===== src/rtl/flash_sec_pkg.sv =====
// Package: shared source encoding, lock codes and address helpers for the
// flash security gate. Assumes 16-bit addresses and byte-wide data.
package flash_sec_pkg;

    typedef enum logic [1:0] {
        SRC_CPU  = 2'b00,
        SRC_DBG  = 2'b01,
        SRC_SPI  = 2'b10,
        SRC_RSVD = 2'b11
    } src_e;

    localparam int ADDR_W = 16;
    localparam int DATA_W = 8;

    localparam logic [1:0] SEC_OPEN   = 2'b10;
    localparam logic [1:0] SEC_ERASED = 2'b11;

    // Inclusive address range test.
    function automatic logic in_span(input logic [ADDR_W-1:0] a,
                                     input logic [ADDR_W-1:0] lo,
                                     input logic [ADDR_W-1:0] hi);
        return (a >= lo) && (a <= hi);
    endfunction

endpackage


===== src/rtl/fsg_filter.sv =====
// Access filter: purely combinational permission decision for one access.
// Core accesses are always served; when secured, SPI is confined to the
// listed windows and debug is kept off RAM and flash. Assumes the window
// lists hold N_WIN inclusive ranges.
module fsg_filter
    import flash_sec_pkg::*;
#(
    parameter int                           N_WIN    = 2,
    parameter logic [N_WIN-1:0][ADDR_W-1:0] WIN_LO   = {16'h1800, 16'h0000},
    parameter logic [N_WIN-1:0][ADDR_W-1:0] WIN_HI   = {16'h188F, 16'h008F},
    parameter logic [ADDR_W-1:0]            RAM_LO   = 16'h0090,
    parameter logic [ADDR_W-1:0]            RAM_HI   = 16'h048F,
    parameter logic [ADDR_W-1:0]            FLASH_LO = 16'hC000,
    parameter logic [ADDR_W-1:0]            FLASH_HI = 16'hFFFF
) (
    input  logic [1:0]        src,
    input  logic [ADDR_W-1:0] addr,
    input  logic              secured,
    output logic              allow
);

    logic [N_WIN-1:0] win_hit;
    logic             any_win;
    logic             mem_area;

    // One comparator pair per permitted SPI window.
    for (genvar w = 0; w < N_WIN; w++) begin : g_win
        assign win_hit[w] = in_span(addr, WIN_LO[w], WIN_HI[w]);
    end

    assign any_win  = |win_hit;
    assign mem_area = in_span(addr, RAM_LO, RAM_HI) || in_span(addr, FLASH_LO, FLASH_HI);

    // Permission decision by source and lock state.
    always_comb begin
        allow = 1'b1;
        if (secured) begin
            case (src_e'(src))
                SRC_CPU: allow = 1'b1;
                SRC_DBG: allow = !mem_area;
                default: allow = any_win;
            endcase
        end
    end

endmodule


===== src/rtl/fsg_sec_state.sv =====
// Lock state: holds the two-bit lock code, collects backdoor key bytes in
// address order and compares them once the last byte arrives. Assumes
// key_we is already qualified (allowed access, key enable set, in window).
module fsg_sec_state
    import flash_sec_pkg::*;
#(
    parameter int KEY_BYTES = 8
) (
    input  logic                       clk,
    input  logic                       rst_n,
    input  logic [DATA_W-1:0]          nv_sec_byte,
    input  logic [KEY_BYTES*8-1:0]     nv_key,
    input  logic                       key_we,
    input  logic [$clog2(KEY_BYTES)-1:0] key_off,
    input  logic [DATA_W-1:0]          key_byte,
    input  logic                       blank_ok,
    output logic [1:0]                 sec_code
);

    localparam int                 KEY_W    = KEY_BYTES * 8;
    localparam int                 IDX_W    = $clog2(KEY_BYTES);
    localparam logic [IDX_W-1:0]   LAST_IDX = IDX_W'(KEY_BYTES - 1);

    logic [IDX_W-1:0] idx_q;
    logic [KEY_W-1:0] buf_q;
    logic [KEY_W-1:0] buf_nx;
    logic             in_order;
    logic             complete;
    logic             key_match;

    // Place the incoming byte into a copy of the collected key.
    always_comb begin
        buf_nx = buf_q;
        for (int i = 0; i < KEY_BYTES; i++) begin
            if (key_off == IDX_W'(i)) begin
                buf_nx[(KEY_BYTES-1-i)*8 +: 8] = key_byte;
            end
        end
    end

    assign in_order  = (key_off == idx_q);
    assign complete  = in_order && (idx_q == LAST_IDX);
    assign key_match = complete && (buf_nx == nv_key);

    // Lock code: reset load from nonvolatile byte, opened by key or blank check.
    always_ff @(posedge clk) begin
        if (!rst_n) begin
            sec_code <= (nv_sec_byte == 8'hFF) ? SEC_ERASED : nv_sec_byte[1:0];
        end else if (blank_ok || (key_we && key_match)) begin
            sec_code <= SEC_OPEN;
        end
    end

    // Key collection: advance on in-order bytes, clear on completion or disorder.
    always_ff @(posedge clk) begin
        if (!rst_n) begin
            idx_q <= '0;
            buf_q <= '0;
        end else if (key_we) begin
            if (complete) begin
                idx_q <= '0;
                buf_q <= '0;
            end else if (in_order) begin
                idx_q <= idx_q + 1'b1;
                buf_q <= buf_nx;
            end else if (key_off == '0) begin
                idx_q <= IDX_W'(1);
                buf_q <= {key_byte, {(KEY_W-8){1'b0}}};
            end else begin
                idx_q <= '0;
                buf_q <= '0;
            end
        end
    end

endmodule


===== src/rtl/fsg_regs.sv =====
// Control registers: the configuration byte (one writable key-enable bit)
// and the protection byte. Assumes write enables are already qualified by
// address, permission and, for protection, by debug source.
module fsg_regs
    import flash_sec_pkg::*;
#(
    parameter int                KEYACC_BIT = 5,
    parameter logic [DATA_W-1:0] PROT_MASK  = 8'hF8
) (
    input  logic              clk,
    input  logic              rst_n,
    input  logic              cfg_we,
    input  logic              prot_we,
    input  logic [DATA_W-1:0] wdata,
    input  logic [DATA_W-1:0] nv_prot_byte,
    output logic              keyacc,
    output logic [DATA_W-1:0] cfg_rd,
    output logic [DATA_W-1:0] prot_q
);

    // Key-enable bit: cleared by reset, written from its bit position.
    always_ff @(posedge clk) begin
        if (!rst_n) begin
            keyacc <= 1'b0;
        end else if (cfg_we) begin
            keyacc <= wdata[KEYACC_BIT];
        end
    end

    // Protection byte: copied at reset, rewritten only by qualified writes.
    always_ff @(posedge clk) begin
        if (!rst_n) begin
            prot_q <= nv_prot_byte & PROT_MASK;
        end else if (prot_we) begin
            prot_q <= wdata & PROT_MASK;
        end
    end

    // Read view of the configuration byte: unused bits read as zero.
    always_comb begin
        cfg_rd             = '0;
        cfg_rd[KEYACC_BIT] = keyacc;
    end

endmodule


===== src/rtl/flash_sec_gate.sv =====
// Top: decodes register and key-window addresses, applies the filter,
// steers strobes to memory, key logic or flash engine, and registers a
// one-cycle-late response. Assumes mem_rdata is valid in the request cycle.
module flash_sec_gate
    import flash_sec_pkg::*;
#(
    parameter int                KEY_BYTES = 8,
    parameter logic [ADDR_W-1:0] KEY_BASE  = 16'hFFB0,
    parameter logic [ADDR_W-1:0] CFG_ADDR  = 16'h1823,
    parameter logic [ADDR_W-1:0] PROT_ADDR = 16'h1824
) (
    input  logic                   clk,
    input  logic                   rst_n,
    input  logic [7:0]             nv_sec_byte,
    input  logic [7:0]             nv_prot_byte,
    input  logic [KEY_BYTES*8-1:0] nv_key,
    input  logic                   blank_ok,
    input  logic                   acc_valid,
    input  logic [1:0]             acc_src,
    input  logic                   acc_write,
    input  logic [15:0]            acc_addr,
    input  logic [7:0]             acc_wdata,
    input  logic [7:0]             mem_rdata,
    output logic                   mem_we,
    output logic                   mem_re,
    output logic                   flash_cmd,
    output logic                   rsp_valid,
    output logic [7:0]             rsp_rdata,
    output logic                   rsp_err,
    output logic [1:0]             sec_code,
    output logic                   secured
);

    localparam int                IDX_W    = $clog2(KEY_BYTES);
    localparam logic [ADDR_W-1:0] KEY_LAST = KEY_BASE + ADDR_W'(KEY_BYTES - 1);

    logic              allow;
    logic              acc_ok;
    logic              wr_ok;
    logic              is_cfg;
    logic              is_prot;
    logic              in_key;
    logic [ADDR_W-1:0] key_rel;
    logic              key_we;
    logic              cfg_we;
    logic              prot_we;
    logic              keyacc;
    logic [7:0]        cfg_rd;
    logic [7:0]        prot_q;
    logic [7:0]        rd_sel;

    assign secured = (sec_code != SEC_OPEN);

    fsg_filter u_filter (
        .src     (acc_src),
        .addr    (acc_addr),
        .secured (secured),
        .allow   (allow)
    );

    // Address decode of the local registers and the key window.
    always_comb begin
        is_cfg  = (acc_addr == CFG_ADDR);
        is_prot = (acc_addr == PROT_ADDR);
        in_key  = in_span(acc_addr, KEY_BASE, KEY_LAST);
        key_rel = acc_addr - KEY_BASE;
    end

    // Strobe steering for a served access.
    always_comb begin
        acc_ok    = acc_valid && allow;
        wr_ok     = acc_ok && acc_write;
        key_we    = wr_ok && in_key && keyacc;
        flash_cmd = wr_ok && in_key && !keyacc;
        cfg_we    = wr_ok && is_cfg;
        prot_we   = wr_ok && is_prot && (acc_src == SRC_DBG);
        mem_we    = wr_ok && !is_cfg && !is_prot && !key_we;
        mem_re    = acc_ok && !acc_write && !is_cfg && !is_prot;
    end

    fsg_sec_state #(.KEY_BYTES(KEY_BYTES)) u_state (
        .clk         (clk),
        .rst_n       (rst_n),
        .nv_sec_byte (nv_sec_byte),
        .nv_key      (nv_key),
        .key_we      (key_we),
        .key_off     (key_rel[IDX_W-1:0]),
        .key_byte    (acc_wdata),
        .blank_ok    (blank_ok),
        .sec_code    (sec_code)
    );

    fsg_regs u_regs (
        .clk          (clk),
        .rst_n        (rst_n),
        .cfg_we       (cfg_we),
        .prot_we      (prot_we),
        .wdata        (acc_wdata),
        .nv_prot_byte (nv_prot_byte),
        .keyacc       (keyacc),
        .cfg_rd       (cfg_rd),
        .prot_q       (prot_q)
    );

    // Read data source for a served read.
    always_comb begin
        if (is_cfg)       rd_sel = cfg_rd;
        else if (is_prot) rd_sel = prot_q;
        else              rd_sel = mem_rdata;
    end

    // Response register: one cycle after the request.
    always_ff @(posedge clk) begin
        if (!rst_n) begin
            rsp_valid <= 1'b0;
            rsp_err   <= 1'b0;
            rsp_rdata <= '0;
        end else begin
            rsp_valid <= acc_valid;
            rsp_err   <= acc_valid && !allow;
            rsp_rdata <= (acc_ok && !acc_write) ? rd_sel : '0;
        end
    end

endmodule


===== config.mk =====
export PLATFORM = sky130hd
export DESIGN_NAME = flash_sec_gate
export DESIGN_NICKNAME = d
export VERILOG_FILES = /design/src/rtl/flash_sec_pkg.sv /design/src/rtl/fsg_filter.sv /design/src/rtl/fsg_sec_state.sv /design/src/rtl/fsg_regs.sv /design/src/rtl/flash_sec_gate.sv
export SDC_FILE = /design/constraint.sdc
export NUM_CORES = 1
export LEC_CHECK = 0
export BUFFER_PORTS_ARGS = -buffer_cell sky130_fd_sc_hd__clkbuf_2
export CAP_MARGIN = 20
export CORE_MARGIN = 4
export CORE_UTILIZATION = 48
export CTS_CLUSTER_SIZE = 25
export DETAILED_ROUTE_END_ITERATION = 12
export PLACE_DENSITY = 0.85
export SLEW_MARGIN = 25
export SYNTH_ARGS = -nofsm -noshare
export SYNTH_HDL_FRONTEND = slang
export SYNTH_SLANG_ARGS = --single-unit

===== constraint.sdc =====
create_clock -name clk -period 3.1 [get_ports clk]
set_input_delay 0.465 -clock clk [delete_from_list [all_inputs] [get_ports clk]]
set_output_delay 0.465 -clock clk [all_outputs]
set_load 0.1 [all_outputs]

==> impl_results.md <==
* Commonest register cell after synthesis: dfxtp_1
* Clock tree from TritonCTS: done
* Count of input and output buffers at 125
* Htree depth at 3
* Count of final setup violators at 0
* Share of the synthesized area in the top cell type at 30.2%
* Power share of the clock group at 38.9%
* Largest net degree at the start of global routing at 34
* Drc violations at 0
* Clock Tree Root: clkbuf_8
* Routed wirelength normalized by instance count at 22.6 µm
* Final-report hold violation count at 0
* Cell taking the most area after synthesis: dfxtp_1
* Internal power summed over all cells at 1.92 mW
* Count of buffers added by post-CTS timing repair for setup at 0
* Final std cell area, no fill at 6720 µm²
* Core region area at 10400 µm²
* RSZ-0062 raised after global routing: no
* Number of instances in the placed design at 892
* Setup Skew at 0.0125 ns
* Multiplexer fraction of the synthesized cell area at 10.0%
* Worst skew pair latency at 0.36 ns
* Count of antenna diodes in the layout at 0
* Routed via count at 5797
* Max-cap violation count at 0
* GRT overflow at 0
* Combinational Power Share at 19.0%
* Number of buffers between clock root and the deepest sink at 2
* Basic-gate share of the synthesized area counting and, or, nand and nor cells at 21.2%
* Total power after layout at 2.67 mW
* Critical Path End Type: output pin
* Iteration-0 DRC count of the detailed router at 583
* Synth async-reset ratio at 0%
* Highest fanout seen on the critical path at 6
* Share of cells above drive strength 1 at 30.1%
* Leakage at 2.73 nW
* Synthesized flop and latch total at 85
* Data required, critical path at 2.63 ns
* Max Fclk at 0.329 GHz
* Total number of nets in the final design at 887
* Max-slew headroom at the worst pin at 46.7%
* Status: complete, no violations
* Most common cell after layout, fill and taps aside: clkbuf_2
* Initial antenna violation count at 0
* Final worst-path cycle share at 98.0%
* Number of synthesized flops with an enable pin at 7
* Detail-routed via count per cell at 6.39
* Share of the yosys chip area belonging to registers at 34.3%
* Global router's overall resource usage at 31.7%
* Net switching power figure at 751 µW
* Die span in x at 112 µm
* Number of iterations in the first detailed-routing pass at 5
* Global-route wire length before repair at 31200 µm
* Post-route minimum period at 3.04 ns
* Complex-gate fraction of the synthesized area at 23.5%
* Hold Slack at 0.302 ns
* Post-CTS Hold Fix Bufs at 0
* Synth Area in Adders at 0.484%
* Die height at 112 µm
* Instance area after placement at 6420 µm²
* XOR/XNOR Fraction of Synth Area at 6.10%
* Highest ir drop seen on vdd at 0.000266 V
* Fin cells at 907
* Class of the most critical hold timing path: input port to flip-flop
* Sequential group share of total power at 42.1%
* Slew of the pin with the lowest slew margin at 0.799 ns
* Area of the multi-input gates at 3280 µm²
* Vias in the first global route at 5597
* Critical path type: input port to output pin
* Data arrival time of the worst path at 2.57 ns
* Sw Ratio at 28.2%
* Remaining antenna violation count after routing at 0
* Post-placement setup slack at -0.332 ns
* Sequential cell area at 1770 µm²
* Rows at 37
* Startpoint type of the worst setup path: input port
* Leading cell types by total area after synthesis: dfxtp_1, o32ai_1, mux2i_1
* Avg Synthesized Cell Area at 8.50 µm²
* Synth Net Count at 729
* Layout-stage area growth over the synthesis result at 30.1%
* Max Slew Vio Count at 0
* Number of buffers created by CTS at 9
* Placer congestion estimate at 1.09
* Ys Warns at 0
* Number of library cell types mapped by synthesis at 59
* Setup slack after layout at 0.0618 ns
* Drt total wl at 20500 µm
* Synthesized instance count at 608
* Top library cells by usage in the layout, fill and taps aside: clkbuf_2, nand2_1, dfxtp_1, o32ai_1, buf_4
* Final HPWL DP at 15900 µm
* I/O pin count at 135
* Layout fillers at 891
* Initial cell density of the core at 49.6%
* Mapped Area at 5170 µm²
* Clock slew seen by the registers of the worst setup and hold paths at 0.09 ns
* Number of sinks handled by clock tree synthesis at 85
* Total power density per cell area at 397 nW/µm²
* Main combinational cell family by area after synthesis: compound AO/OA/AOI/OAI gates
* Overall die area at 12500 µm²
[critical path, cell delays in order]
cell and delay, ns:
clkbuf_2 0.09, or3_4 0.38, or4_4 0.43, o311a_4 0.32
a31oi_4 0.16, buf_4 0.17, nand3_1 0.15, nor3_4 0.19
buf_12 0.20
[path summary, 6_finish.rpt]
check	from	end	slack, ns	cells past startpoint
worst min register to register	u_state.buf_q[35]$_SDFFE_PN0P_	u_state.buf_q[35]$_SDFFE_PN0P_	0.46	2
worst min-delay path	mem_rdata[2]	rsp_rdata[2]$_SDFF_PP0_	0.30	2
worst max register to register	u_state.idx_q[0]$_SDFFE_PN0P_	u_state.sec_code[1]$_SDFFCE_PP1P_	0.55	7
worst max-delay path	acc_addr[13]	mem_we	0.06	9
[stage by stage]
stage / setup TNS, ns / util (%)
after floorplan: -0.767 / -
after global placement: -1.05 / 61.5
after detailed placement: -0.675 / 61.6
after CTS: 0 / 64.2
after global routing: 0 / 64.5
final: 0 / 64.5
[power by group through the flow]
| stage | registers [mW] | clock network, mW | logic (mW) |
|---|---|---|---|
| 2_1_floorplan | 1.19 | 0 | 0.219 |
| 3_3_place_gp | 1.15 | 0 | 0.482 |
| 3_5_place_dp | 1.15 | 0 | 0.489 |
| 4_1_cts | 1.12 | 1.04 | 0.492 |
| 5_1_grt | 1.13 | 1.09 | 0.531 |
| 6_report | 1.12 | 1.04 | 0.506 |
[registers in the layout, indices dropped and copies added (netlist names)]
register and cells:
u_state.idx_q 3, u_state.sec_code 2, rsp_rdata 8, u_regs.prot_q 5, rsp_err 1, rsp_valid 1
u_state.buf_q 64, u_regs.keyacc 1
[cell type report]
class / count / share of cell area (%)
tap: 136 / 2.53
inverter: 19 / 1.06
clock inverter: 4 / 1.51
sequential: 85 / 26.4
clock buffer: 12 / 2.48
timing repair buffer: 184 / 17.3
multi-input combinational: 467 / 48.8
[kinds of logic after synthesis]
logic type               Yosys count
AND/OR/NAND/NOR                  221
AO/OA/AOI/OAI                    157
flip-flops                        85
buffers and inverters             56
multiplexers                      51
XOR/XNOR                          36
adder cells (fa/ha/maj)            2
[cell usage after synthesis (all sizes together), types with 4 or more instances]
library cell / number
inv: 19
o21ai: 11
nand3b: 5
nor3b: 6
a21o: 8
a31oi: 4
nand4: 11
o32ai: 56
or4: 4
xor2: 17
dfxtp: 78
clkbuf: 23
a211oi: 4
a21oi: 26
a22oi: 5
nor2b: 9
and2: 4
mux2: 5
nor2: 21
or3: 5
a21boi: 5
nand3: 15
o2bb2ai: 7
buf: 14
a221oi: 5
edfxtp: 7
xnor2: 19
mux2i: 46
o22ai: 9
nand2: 107
nor4: 15
nor3: 7
[metal layers]
layer	track usage, %	share of wire, %	vias to the layer above
met5	0	0	-
li1	-	-	2612
met2	50.5	46	397
met4	13.6	3.8	0
met3	7.61	11	61
met1	41.1	40	2727
[timing repair]
item	in CTS	in global routing
pin swaps	1	2
resized for setup	1	7
endpoints found under the hold margin	0	0
endpoints found under the setup margin	1	4
Note: power is estimated with default switching activity, not from simulation.
